File: config.mk
export PLATFORM = sky130hd
export DESIGN_NAME = twin_timer
export DESIGN_NICKNAME = d
export VERILOG_FILES = /design/src/rtl/twin_timer_pkg.sv /design/src/rtl/twin_timer_base.sv /design/src/rtl/twin_timer_regs.sv /design/src/rtl/twin_timer_chan.sv /design/src/rtl/twin_timer_out.sv /design/src/rtl/twin_timer.sv
export SDC_FILE = /design/constraint.sdc
export NUM_CORES = 1
export LEC_CHECK = 0
export ABC_CLOCK_PERIOD_IN_PS = 2600
export CORE_UTILIZATION = 30
export CTS_BUF_LIST = sky130_fd_sc_hd__clkbuf_2
export CTS_CLUSTER_DIAMETER = 100
export DETAILED_ROUTE_END_ITERATION = 8
export GPL_ROUTABILITY_DRIVEN = 0
export GPL_TIMING_DRIVEN = 0
export PLACE_DENSITY = 0.54
export SETUP_SLACK_MARGIN = 0.2
export SYNTH_ARGS = -nofsm -noshare
export SYNTH_HDL_FRONTEND = slang
export SYNTH_SLANG_ARGS = --single-unit
File: constraint.sdc
create_clock -name clk -period 2.6 [get_ports clk]
set_clock_uncertainty 0.05 [all_clocks]
set_input_delay 0.78 -clock clk [delete_from_list [all_inputs] [get_ports clk]]
set_output_delay 0.78 -clock clk [all_outputs]
set_load 0.03 [all_outputs]
File: src/rtl/twin_timer_pkg.sv
package twin_timer_pkg;

  typedef enum logic [1:0] {
    SRC_DIV     = 2'd0,
    SRC_EXT_CLK = 2'd1,
    SRC_GATE    = 2'd2,
    SRC_TRIG    = 2'd3
  } t1_src_e;

  typedef enum logic [1:0] {
    OUT_T0   = 2'd0,
    OUT_T1   = 2'd1,
    OUT_BASE = 2'd2,
    OUT_LOW  = 2'd3
  } out_sel_e;

  typedef struct packed {
    out_sel_e osel;
    logic     casc;
    logic     retrig;
    t1_src_e  src;
  } cfg_t;

  localparam logic [2:0] A_CTRL = 3'd0;
  localparam logic [2:0] A_PRE0 = 3'd1;
  localparam logic [2:0] A_CNT0 = 3'd2;
  localparam logic [2:0] A_PRE1 = 3'd3;
  localparam logic [2:0] A_CNT1 = 3'd4;
  localparam logic [2:0] A_CFG  = 3'd5;
  localparam logic [2:0] A_RD0  = 3'd6;
  localparam logic [2:0] A_RD1  = 3'd7;

  localparam int MODE_BIT = 6;

endpackage

File: src/rtl/twin_timer_base.sv
module twin_timer_base #(
  parameter int DIV_W = 2
) (
  input  logic clk,
  input  logic rst_n,
  input  logic ext_pin,
  output logic base_tick,
  output logic base_lvl,
  output logic ext_rise,
  output logic ext_lvl
);
  localparam int SYNC_N = 3;

  logic [DIV_W-1:0]  div;
  logic [SYNC_N-1:0] sync;

  always_ff @(posedge clk) begin
    if (!rst_n) begin
      div  <= '0;
      sync <= '0;
    end else begin
      div  <= div + DIV_W'(1);
      sync <= {sync[SYNC_N-2:0], ext_pin};
    end
  end

  assign base_tick = &div;
  assign base_lvl  = div[DIV_W-1];
  assign ext_lvl   = sync[1];
  assign ext_rise  = sync[1] & ~sync[2];
endmodule

File: src/rtl/twin_timer_regs.sv
module twin_timer_regs
  import twin_timer_pkg::*;
#(
  parameter int PRE_W = 6,
  parameter int CNT_W = 8
) (
  input  logic             clk,
  input  logic             rst_n,
  input  logic             wr_en,
  input  logic [2:0]       wr_addr,
  input  logic [7:0]       wr_data,
  input  logic [2:0]       rd_addr,
  output logic [7:0]       rd_data,
  input  logic [CNT_W-1:0] cnt0,
  input  logic [CNT_W-1:0] cnt1,
  output logic             ld0,
  output logic             ld1,
  output logic             en0,
  output logic             en1,
  output logic             mode0,
  output logic             mode1,
  output logic [PRE_W-1:0] pinit0,
  output logic [PRE_W-1:0] pinit1,
  output logic [CNT_W-1:0] cinit0,
  output logic [CNT_W-1:0] cinit1,
  output cfg_t             cfg
);
  localparam int CFG_W = $bits(cfg_t);

  always_ff @(posedge clk) begin
    if (!rst_n) begin
      en0    <= 1'b0;
      en1    <= 1'b0;
      mode0  <= 1'b0;
      mode1  <= 1'b0;
      pinit0 <= '0;
      pinit1 <= '0;
      cinit0 <= '0;
      cinit1 <= '0;
      cfg    <= '0;
    end else if (wr_en) begin
      case (wr_addr)
        A_CTRL: begin
          en0 <= wr_data[1];
          en1 <= wr_data[3];
        end
        A_PRE0: begin
          pinit0 <= wr_data[PRE_W-1:0];
          mode0  <= wr_data[MODE_BIT];
        end
        A_CNT0: cinit0 <= wr_data[CNT_W-1:0];
        A_PRE1: begin
          pinit1 <= wr_data[PRE_W-1:0];
          mode1  <= wr_data[MODE_BIT];
        end
        A_CNT1: cinit1 <= wr_data[CNT_W-1:0];
        A_CFG:  cfg    <= cfg_t'(wr_data[CFG_W-1:0]);
        default: ;
      endcase
    end
  end

  assign ld0 = wr_en && (wr_addr == A_CTRL) && wr_data[0];
  assign ld1 = wr_en && (wr_addr == A_CTRL) && wr_data[2];

  always_comb begin
    rd_data = '0;
    case (rd_addr)
      A_CTRL: rd_data = {6'b0, en1, en0};
      A_PRE0: rd_data[MODE_BIT] = mode0;
      A_CNT0: rd_data = 8'(cinit0);
      A_PRE1: rd_data[MODE_BIT] = mode1;
      A_CNT1: rd_data = 8'(cinit1);
      A_CFG:  rd_data = 8'(cfg);
      A_RD0:  rd_data = 8'(cnt0);
      A_RD1:  rd_data = 8'(cnt1);
      default: rd_data = '0;
    endcase
  end
endmodule

File: src/rtl/twin_timer_chan.sv
module twin_timer_chan #(
  parameter int PRE_W = 6,
  parameter int CNT_W = 8
) (
  input  logic             clk,
  input  logic             rst_n,
  input  logic             load,
  input  logic             arm_only,
  input  logic             start,
  input  logic             tick,
  input  logic             en,
  input  logic             reload,
  input  logic [PRE_W-1:0] pinit,
  input  logic [CNT_W-1:0] cinit,
  output logic [CNT_W-1:0] cnt,
  output logic             running,
  output logic             step,
  output logic             eoc
);
  localparam logic [PRE_W-1:0] PRE_LAST = PRE_W'(1);
  localparam logic [CNT_W-1:0] CNT_LAST = CNT_W'(1);

  logic [PRE_W-1:0] pre;

  // Down-step that wraps 0 to all-ones, so 0 acts as the full range.
  function automatic logic [PRE_W-1:0] pre_dec(input logic [PRE_W-1:0] v);
    return v - PRE_W'(1);
  endfunction

  function automatic logic [CNT_W-1:0] cnt_dec(input logic [CNT_W-1:0] v);
    return v - CNT_W'(1);
  endfunction

  function automatic logic at_end(input logic [PRE_W-1:0] p,
                                  input logic [CNT_W-1:0] c);
    return (p == PRE_LAST) && (c == CNT_LAST);
  endfunction

  assign step = en && running && tick && !load && !start;
  assign eoc  = step && at_end(pre, cnt);

  always_ff @(posedge clk) begin
    if (!rst_n) begin
      pre     <= '0;
      cnt     <= '0;
      running <= 1'b0;
    end else if (load || start) begin
      pre     <= pinit;
      cnt     <= cinit;
      running <= load ? !arm_only : 1'b1;
    end else if (step) begin
      if (pre == PRE_LAST) begin
        pre <= pinit;
        if (cnt == CNT_LAST) begin
          cnt     <= reload ? cinit : '0;
          running <= reload;
        end else begin
          cnt <= cnt_dec(cnt);
        end
      end else begin
        pre <= pre_dec(pre);
      end
    end
  end
endmodule

File: src/rtl/twin_timer_out.sv
module twin_timer_out
  import twin_timer_pkg::*;
(
  input  logic     clk,
  input  logic     rst_n,
  input  out_sel_e osel,
  input  logic     eoc0,
  input  logic     eoc1,
  input  logic     base_lvl,
  output logic     tog,
  output logic     tout
);
  logic hit;

  assign hit = ((osel == OUT_T0) && eoc0) || ((osel == OUT_T1) && eoc1);

  always_ff @(posedge clk) begin
    if (!rst_n) tog <= 1'b0;
    else        tog <= tog ^ hit;
  end

  always_comb begin
    case (osel)
      OUT_T0, OUT_T1: tout = tog;
      OUT_BASE:       tout = base_lvl;
      default:        tout = 1'b0;
    endcase
  end
endmodule

File: src/rtl/twin_timer.sv
module twin_timer
  import twin_timer_pkg::*;
#(
  parameter int PRE_W = 6,
  parameter int CNT_W = 8,
  parameter int DIV_W = 2
) (
  input  logic       clk,
  input  logic       rst_n,
  input  logic       wr_en,
  input  logic [2:0] wr_addr,
  input  logic [7:0] wr_data,
  input  logic [2:0] rd_addr,
  output logic [7:0] rd_data,
  input  logic       ext_pin,
  output logic       irq_t0,
  output logic       irq_t1,
  output logic       tmr_out
);
  logic             base_tick, base_lvl, ext_rise, ext_lvl;
  logic             ld0, ld1, en0, en1, mode0, mode1;
  logic [PRE_W-1:0] pinit0, pinit1;
  logic [CNT_W-1:0] cinit0, cinit1, cnt0, cnt1;
  cfg_t             cfg;
  logic             run0, run1, step0, step1, eoc0, eoc1;
  logic             tick1, trig_mode, trig_fire, tog;

  twin_timer_base #(.DIV_W(DIV_W)) u_base (
    .clk(clk), .rst_n(rst_n), .ext_pin(ext_pin),
    .base_tick(base_tick), .base_lvl(base_lvl),
    .ext_rise(ext_rise), .ext_lvl(ext_lvl)
  );

  twin_timer_regs #(.PRE_W(PRE_W), .CNT_W(CNT_W)) u_regs (
    .clk(clk), .rst_n(rst_n),
    .wr_en(wr_en), .wr_addr(wr_addr), .wr_data(wr_data),
    .rd_addr(rd_addr), .rd_data(rd_data),
    .cnt0(cnt0), .cnt1(cnt1),
    .ld0(ld0), .ld1(ld1), .en0(en0), .en1(en1),
    .mode0(mode0), .mode1(mode1),
    .pinit0(pinit0), .pinit1(pinit1),
    .cinit0(cinit0), .cinit1(cinit1),
    .cfg(cfg)
  );

  assign trig_mode = (cfg.src == SRC_TRIG) && !cfg.casc;
  assign trig_fire = trig_mode && ext_rise && en1 && (cfg.retrig || !run1);

  always_comb begin
    if (cfg.casc) begin
      tick1 = eoc0;
    end else begin
      case (cfg.src)
        SRC_EXT_CLK: tick1 = ext_rise;
        SRC_GATE:    tick1 = base_tick && ext_lvl;
        default:     tick1 = base_tick;
      endcase
    end
  end

  twin_timer_chan #(.PRE_W(PRE_W), .CNT_W(CNT_W)) u_ch0 (
    .clk(clk), .rst_n(rst_n),
    .load(ld0), .arm_only(1'b0), .start(1'b0),
    .tick(base_tick), .en(en0), .reload(mode0),
    .pinit(pinit0), .cinit(cinit0),
    .cnt(cnt0), .running(run0), .step(step0), .eoc(eoc0)
  );

  twin_timer_chan #(.PRE_W(PRE_W), .CNT_W(CNT_W)) u_ch1 (
    .clk(clk), .rst_n(rst_n),
    .load(ld1), .arm_only(trig_mode), .start(trig_fire),
    .tick(tick1), .en(en1), .reload(mode1),
    .pinit(pinit1), .cinit(cinit1),
    .cnt(cnt1), .running(run1), .step(step1), .eoc(eoc1)
  );

  twin_timer_out u_out (
    .clk(clk), .rst_n(rst_n), .osel(cfg.osel),
    .eoc0(eoc0), .eoc1(eoc1), .base_lvl(base_lvl),
    .tog(tog), .tout(tmr_out)
  );

  always_ff @(posedge clk) begin
    if (!rst_n) begin
      irq_t0 <= 1'b0;
      irq_t1 <= 1'b0;
    end else begin
      irq_t0 <= eoc0;
      irq_t1 <= eoc1;
    end
  end
endmodule

Word-level counts from Yosys, hierarchy flattened
Index checks and enable logic that the tools add are counted.
{ "classes": {"add_sub_neg": 5, "eq_ne": 21, "muxes": 31, "bitwise": 3, "n_reduce_logical": 52} }
{ "op_table": {"columns": ["op", "count"], "rows": [
  ["2-to-1 mux 8 bit", 10],
  ["2-to-1 mux 6 bit", 6],
  ["one-hot mux 6 bit (6 select lines)", 1],
  ["logical AND 1 bit", 21],
  ["== test 3 bit (second input constant)", 6],
  ["AND reduction 2 bit", 9],
  ["== test 8 x 1 -> 1 bit (second input constant)", 2],
  ["subtractor 8 x 1 -> 8 bit (second input constant)", 2],
  ["== test 3 x 2 -> 1 bit (second input constant)", 4],
  ["== test 6 x 1 -> 1 bit (second input constant)", 2],
  ["nonzero test 2 bit", 6],
  ["subtractor 6 x 1 -> 6 bit (second input constant)", 2],
  ["2-to-1 mux 1 bit", 10],
  ["one-hot mux 1 bit (7 select lines)", 1],
  ["== test 2 bit (second input constant)", 3],
  ["== test 3 x 1 -> 1 bit (second input constant)", 2],
  ["zero test 1 bit", 6],
  ["zero test 3 bit", 2],
  ["AND reduction 3 bit", 2],
  ["== test 2 x 1 -> 1 bit (second input constant)", 2],
  ["one-hot mux 1 bit (2 select lines)", 2],
  ["one-hot mux 1 bit (4 select lines)", 1],
  ["OR reduction 2 bit", 2],
  ["logical OR 1 bit", 3],
  ["other kinds (5)", 5]
]} }
{ "totals": {"register_bits": 76, "inputBits": 18, "out_inout_bits": 11, "elab_cells": 135} }

Logic depth before layout (Yosys ltp)
{ "logic_depth": {"ltp_word": 14, "depth_mapped": 8, "ltp_nobuf": 7} }

Cells and area by module
Synthesis repeated with hierarchy kept, for this count alone.
{ "hier_totals": {"hier_cells": 483, "area_unflattened_um2": 4121.5} }
{ "by_module_without_submodules": {"columns": ["mod", "instances", "cells_per_inst", "area_per_inst_um2", "seq_area_each_um2"], "rows": [
  ["twin_timer_chan", 2, 129, 1032.2, 300.3],
  ["twin_timer_regs", 1, 187, 1681.6, 760.7],
  ["twin_timer", 1, 18, 157.7, 40.0],
  ["twin_timer_base", 1, 12, 152.6, 100.1],
  ["twin_timer_out", 1, 8, 65.1, 20.0]
]} }

Worst setup path before layout
Ideal clock, no wire load.
{ "synth_path": {"path_type": "in2out", "startpoint": "input port rd_addr[0]", "endpoint": "output port rd_data[1]", "t_arrival_ps": 2582, "required_ps": 1770, "setup_slack_ps": -812, "path_stages": 4, "path_buffers": 2, "cell_sequence": "clkbuf_1 clkbuf_1 nand2_1 o311ai_0"} }
{ "synth_between": {"elab_chain_len": 2, "word_cells_on_any_way": 7, "classes_between": "5 x eq/ne; 1 x mux; 1 x reduce/logical"} }
{ "synth_lines": {"columns": ["element", "line_no", "source"], "rows": [
  ["start: declaration", "twin_timer.sv:13", "input logic [2:0] rd_addr,"],
  ["== test 3 bit (tied with other cells)", "twin_timer_regs.sv:68", "case (rd_addr)"],
  ["one-hot mux 6 bit (6 select lines) *", "twin_timer_regs.sv:68", null],
  ["end: declaration", "twin_timer.sv:14", "output logic [7:0] rd_data,"]
]} }
Every way passes the cells marked *; elsewhere a longest branch is shown, timed or not.

Final worst setup path
{ "layout_path": {"startpoint": "register u_ch1.cnt[3]", "endpoint": "output port rd_data[3]"} }
{ "layout_between": {"elab_chain_len": 1} }
{ "layout_lines": {"columns": ["element", "line_no", "source"], "rows": [
  ["start: declaration", "twin_timer_chan.sv:15", "output logic [CNT_W-1:0] cnt,"],
  ["start signal: assignment", "twin_timer_chan.sv:49", "cnt <= cinit;"],
  ["start signal: assignment", "twin_timer_chan.sv:55", "cnt <= reload ? cinit : '0;"],
  ["start signal: assignment", "twin_timer_chan.sv:58", "cnt <= cnt_dec(cnt);"],
  ["one-hot mux 6 bit (6 select lines)", "twin_timer_regs.sv:68", null]
]} }
No other way between the ends.

==> run metrics <==
outcome=complete, no violations; relative slew slack=49.6%; WL final=13900 microns; IO buf count=24; Buf/Inv on CP=1; Post-synth EDFFs=0; placed cell count=roughly 730; Post-synth ARST share=0%; antenna-violating nets left=0; area grow syn2layout=28.0%; vias in the first global route=3912; Final min period=2590 ps; commonest non-fill, non-tap cells in the layout=nand2_1 (76), dfxtp_1 (50), nor2_1 (48), a21oi_1 (43), buf_4 (25); Final Hold Vio Count=0; Sink Count=76; CTS tree=yes; Yosys cell types=66; Pre-antenna DRT Iters=5; Synth warnings=0; post-synth net total=around 550; worst-margin pin slew=749 ps; CP delay by family, top=multiplexers; n_diodes=0; Synth Area per Inst=around 8.2 sq um; crit share post-route=99.7%; Max VDD drop=between 0.0002 and 0.00025 V; htree depth=3; Power Density=386 nW/um^2; DR iter-0 viols=between 400 and 500; max incr delay on CP=490 ps; layout cells sized above 1=24.6%; clk slew on worst S/H paths=220 ps; nets=613; hpwl dp=9930 microns; Core Footprint=13900 sq um; critical path endpoint category=output port; synthesized instance count=522; first-pass GRT wire length=between 20000 and 25000 microns; flops & latches, synth=76; commonest non-fill, non-tap cell in the layout=nand2_1; largest net degree at the start of global routing=13; Non-Filler Instances=roughly 770; Max Cap Violations=0; kind of critical path=register to output port; drc violations=0; CP Max Fanout=2; Mapped Area=4260 sq um; Total Power=0.00211 W; Row Count=43; GRT Total Usage=19.5%; CTS max path bufs=2; crit path DAT=about 1800 ps; vias=4202; # fillers=between 1000 and 1500; Die H=121 microns; I/O pin count=29; vias per cell=5.49; fmax=slightly below 400 MHz; Initial Util=30.7%; CTS Root Cell=clkbuf_2; critical-path cell list=mux4_2 -> nand2_2 -> o21ai_4 -> buf_6; later-pin clock latency in the skew report=slightly below 600 ps; worst endpoint required time=1770 ps; top_reg_cell synth=dfxtp_1; RSZ-0062 raised after global routing=true; Die W=121 microns; final slew viol count=0; total CTS buffers=9; post-DR wirelength/cell=18.2 microns; Worst Setup Start Kind=register; sequential element share of the synthesized area=a little over a third; Final Setup Violations=0; area of the die=roughly 15000 sq um; Min-Delay Path Class=register to register; Slowest cell on crit path=mux4_2; total grt overflow=0; initial antenna violation count=0; P_leak=2.08 nW; # hold bufs at CTS=0
[final timing paths]
kind / startpoint / end / slack [ps] / depth (start not counted)
max: u_ch1.cnt[3] / rd_data[3] / 8 / 4
min reg2reg: u_base.div[0] / u_base.div[0] / 400 / 1
max reg2reg: u_ch0.cnt[4] / u_ch1.cnt[0] / 320 / 7
min: u_base.div[0] / u_base.div[0] / 400 / 1
[worst register-to-register path: stages (launching register included)]
cell and delay, ps:
dfxtp_4 400, buf_4 150, or4_4 580, a211oi_4 200, buf_4 180, nand4_1 140, and3_1 230, a311oi_2 250
[synth_stat cells (3+ instances only)]
master / n / area share [%]
a21oi_1: 44 / 5.2
nand2b_1: 3 / 0.44
a211oi_1: 6 / 1.1
a21o_1: 3 / 0.53
and2_1: 6 / 0.88
nor3_1: 10 / 1.2
a311oi_1: 5 / 1.0
a22o_1: 4 / 0.82
a31oi_1: 3 / 0.44
dfxtp_1: 76 / 36
o211ai_1: 9 / 1.6
or3_1: 4 / 0.59
o21ai_0: 24 / 2.8
a32o_1: 9 / 2.1
mux4_2: 4 / 2.1
clkbuf_1: 21 / 1.8
nand4_1: 4 / 0.59
inv_1: 16 / 1.4
nor2b_1: 3 / 0.44
o21a_1: 3 / 0.53
o22ai_1: 6 / 0.88
nand2_1: 84 / 7.4
mux2i_1: 22 / 5.2
buf_2: 5 / 0.59
and3_1: 10 / 1.5
nor4_1: 9 / 1.3
nand3_1: 19 / 2.2
nor2_1: 48 / 4.2
o31a_1: 4 / 0.82
ha_1: 12 / 3.5
[stage by stage]
stage | hold WS [ps] | instance area (sq um) | setup TNS (ps) | util (%) | worst slack, ps
2_1_floorplan | 347 | 4470 | 0 | - | 171
3_3_place_gp | 355 | 4930 | -16880 | 35.5 | -569
3_5_place_dp | 371 | 4930 | -17940 | 35.5 | -565
4_1_cts | 399 | 5270 | -53.7 | 38.0 | -20.9
5_1_grt | 418 | 5460 | -293 | 39.3 | -81.2
6_report | 403 | 5460 | 0 | 39.3 | 8.39
[registers in the layout (all words and copies together), names as in the netlist]
register,cells
u_regs.mode0,1
u_ch0.pre,6
u_regs.en0,1
u_ch0.running,1
u_regs.cinit0,8
u_out.tog,1
u_regs.mode1,1
u_regs.en1,1
u_ch1.cnt,8
irq_t0,1
u_base.div,2
u_regs.cinit1,8
u_base.sync,3
irq_t1,1
u_ch1.running,1
u_ch1.pre,6
u_ch0.cnt,8
u_regs.cfg,6
u_regs.pinit1,6
u_regs.pinit0,6
[final cells by class]
type | instances | area, sq um | share of cell area [%]
Buffer | 28 | 241 | 4.42
Clock buffer | 10 | 50.0 | 0.917
Clock inverter | 4 | 27.5 | 0.504
Inverter | 17 | 66.3 | 1.22
Multi-Input combinational cell | 401 | 2800 | 51.4
Sequential cell | 76 | 1580 | 29.0
Tap cell | 180 | 225 | 4.13
Timing Repair Buffer | 50 | 463 | 8.48
[power breakdown]
part / switching, W / internal (W) / total [W]
clock: 0.000446 / 0.000119 / 0.000564
sequential: 0.0000268 / 0.00119 / 0.00121
combinational: 0.000183 / 0.000148 / 0.000331
[timing repair]
item / 4_1_cts / 5_1_grt
gates resized for setup: 114 / 38
buffers inserted: 15 / 8
gates cloned: 3 / 0
pin swaps: 9 / 10
setup endpoints to repair: 31 / 26
[kinds of logic after synthesis]
logic type	after synthesis	share of synthesized area [%]
AO/OA/AOI/OAI	135	22.0
flip-flops	76	35.7
adder cells (fa/ha/maj)	12	3.52
buffers and inverters	45	4.29
multiplexers	28	7.81
XOR/XNOR	3	0.616
AND/OR/NAND/NOR	223	26.1
[metal layers]
metal | global-route usage, % | share of wire (%) | vias up
met1 | 26.0 | 46 | 2020
met4 | 6.64 | 1.9 | 0
li1 | - | - | 2028
met3 | 4.84 | 5.5 | 35
met5 | 0 | 0 | -
met2 | 30.5 | 46 | 119
No activity file was read; power rests on OpenSTA's default activity.
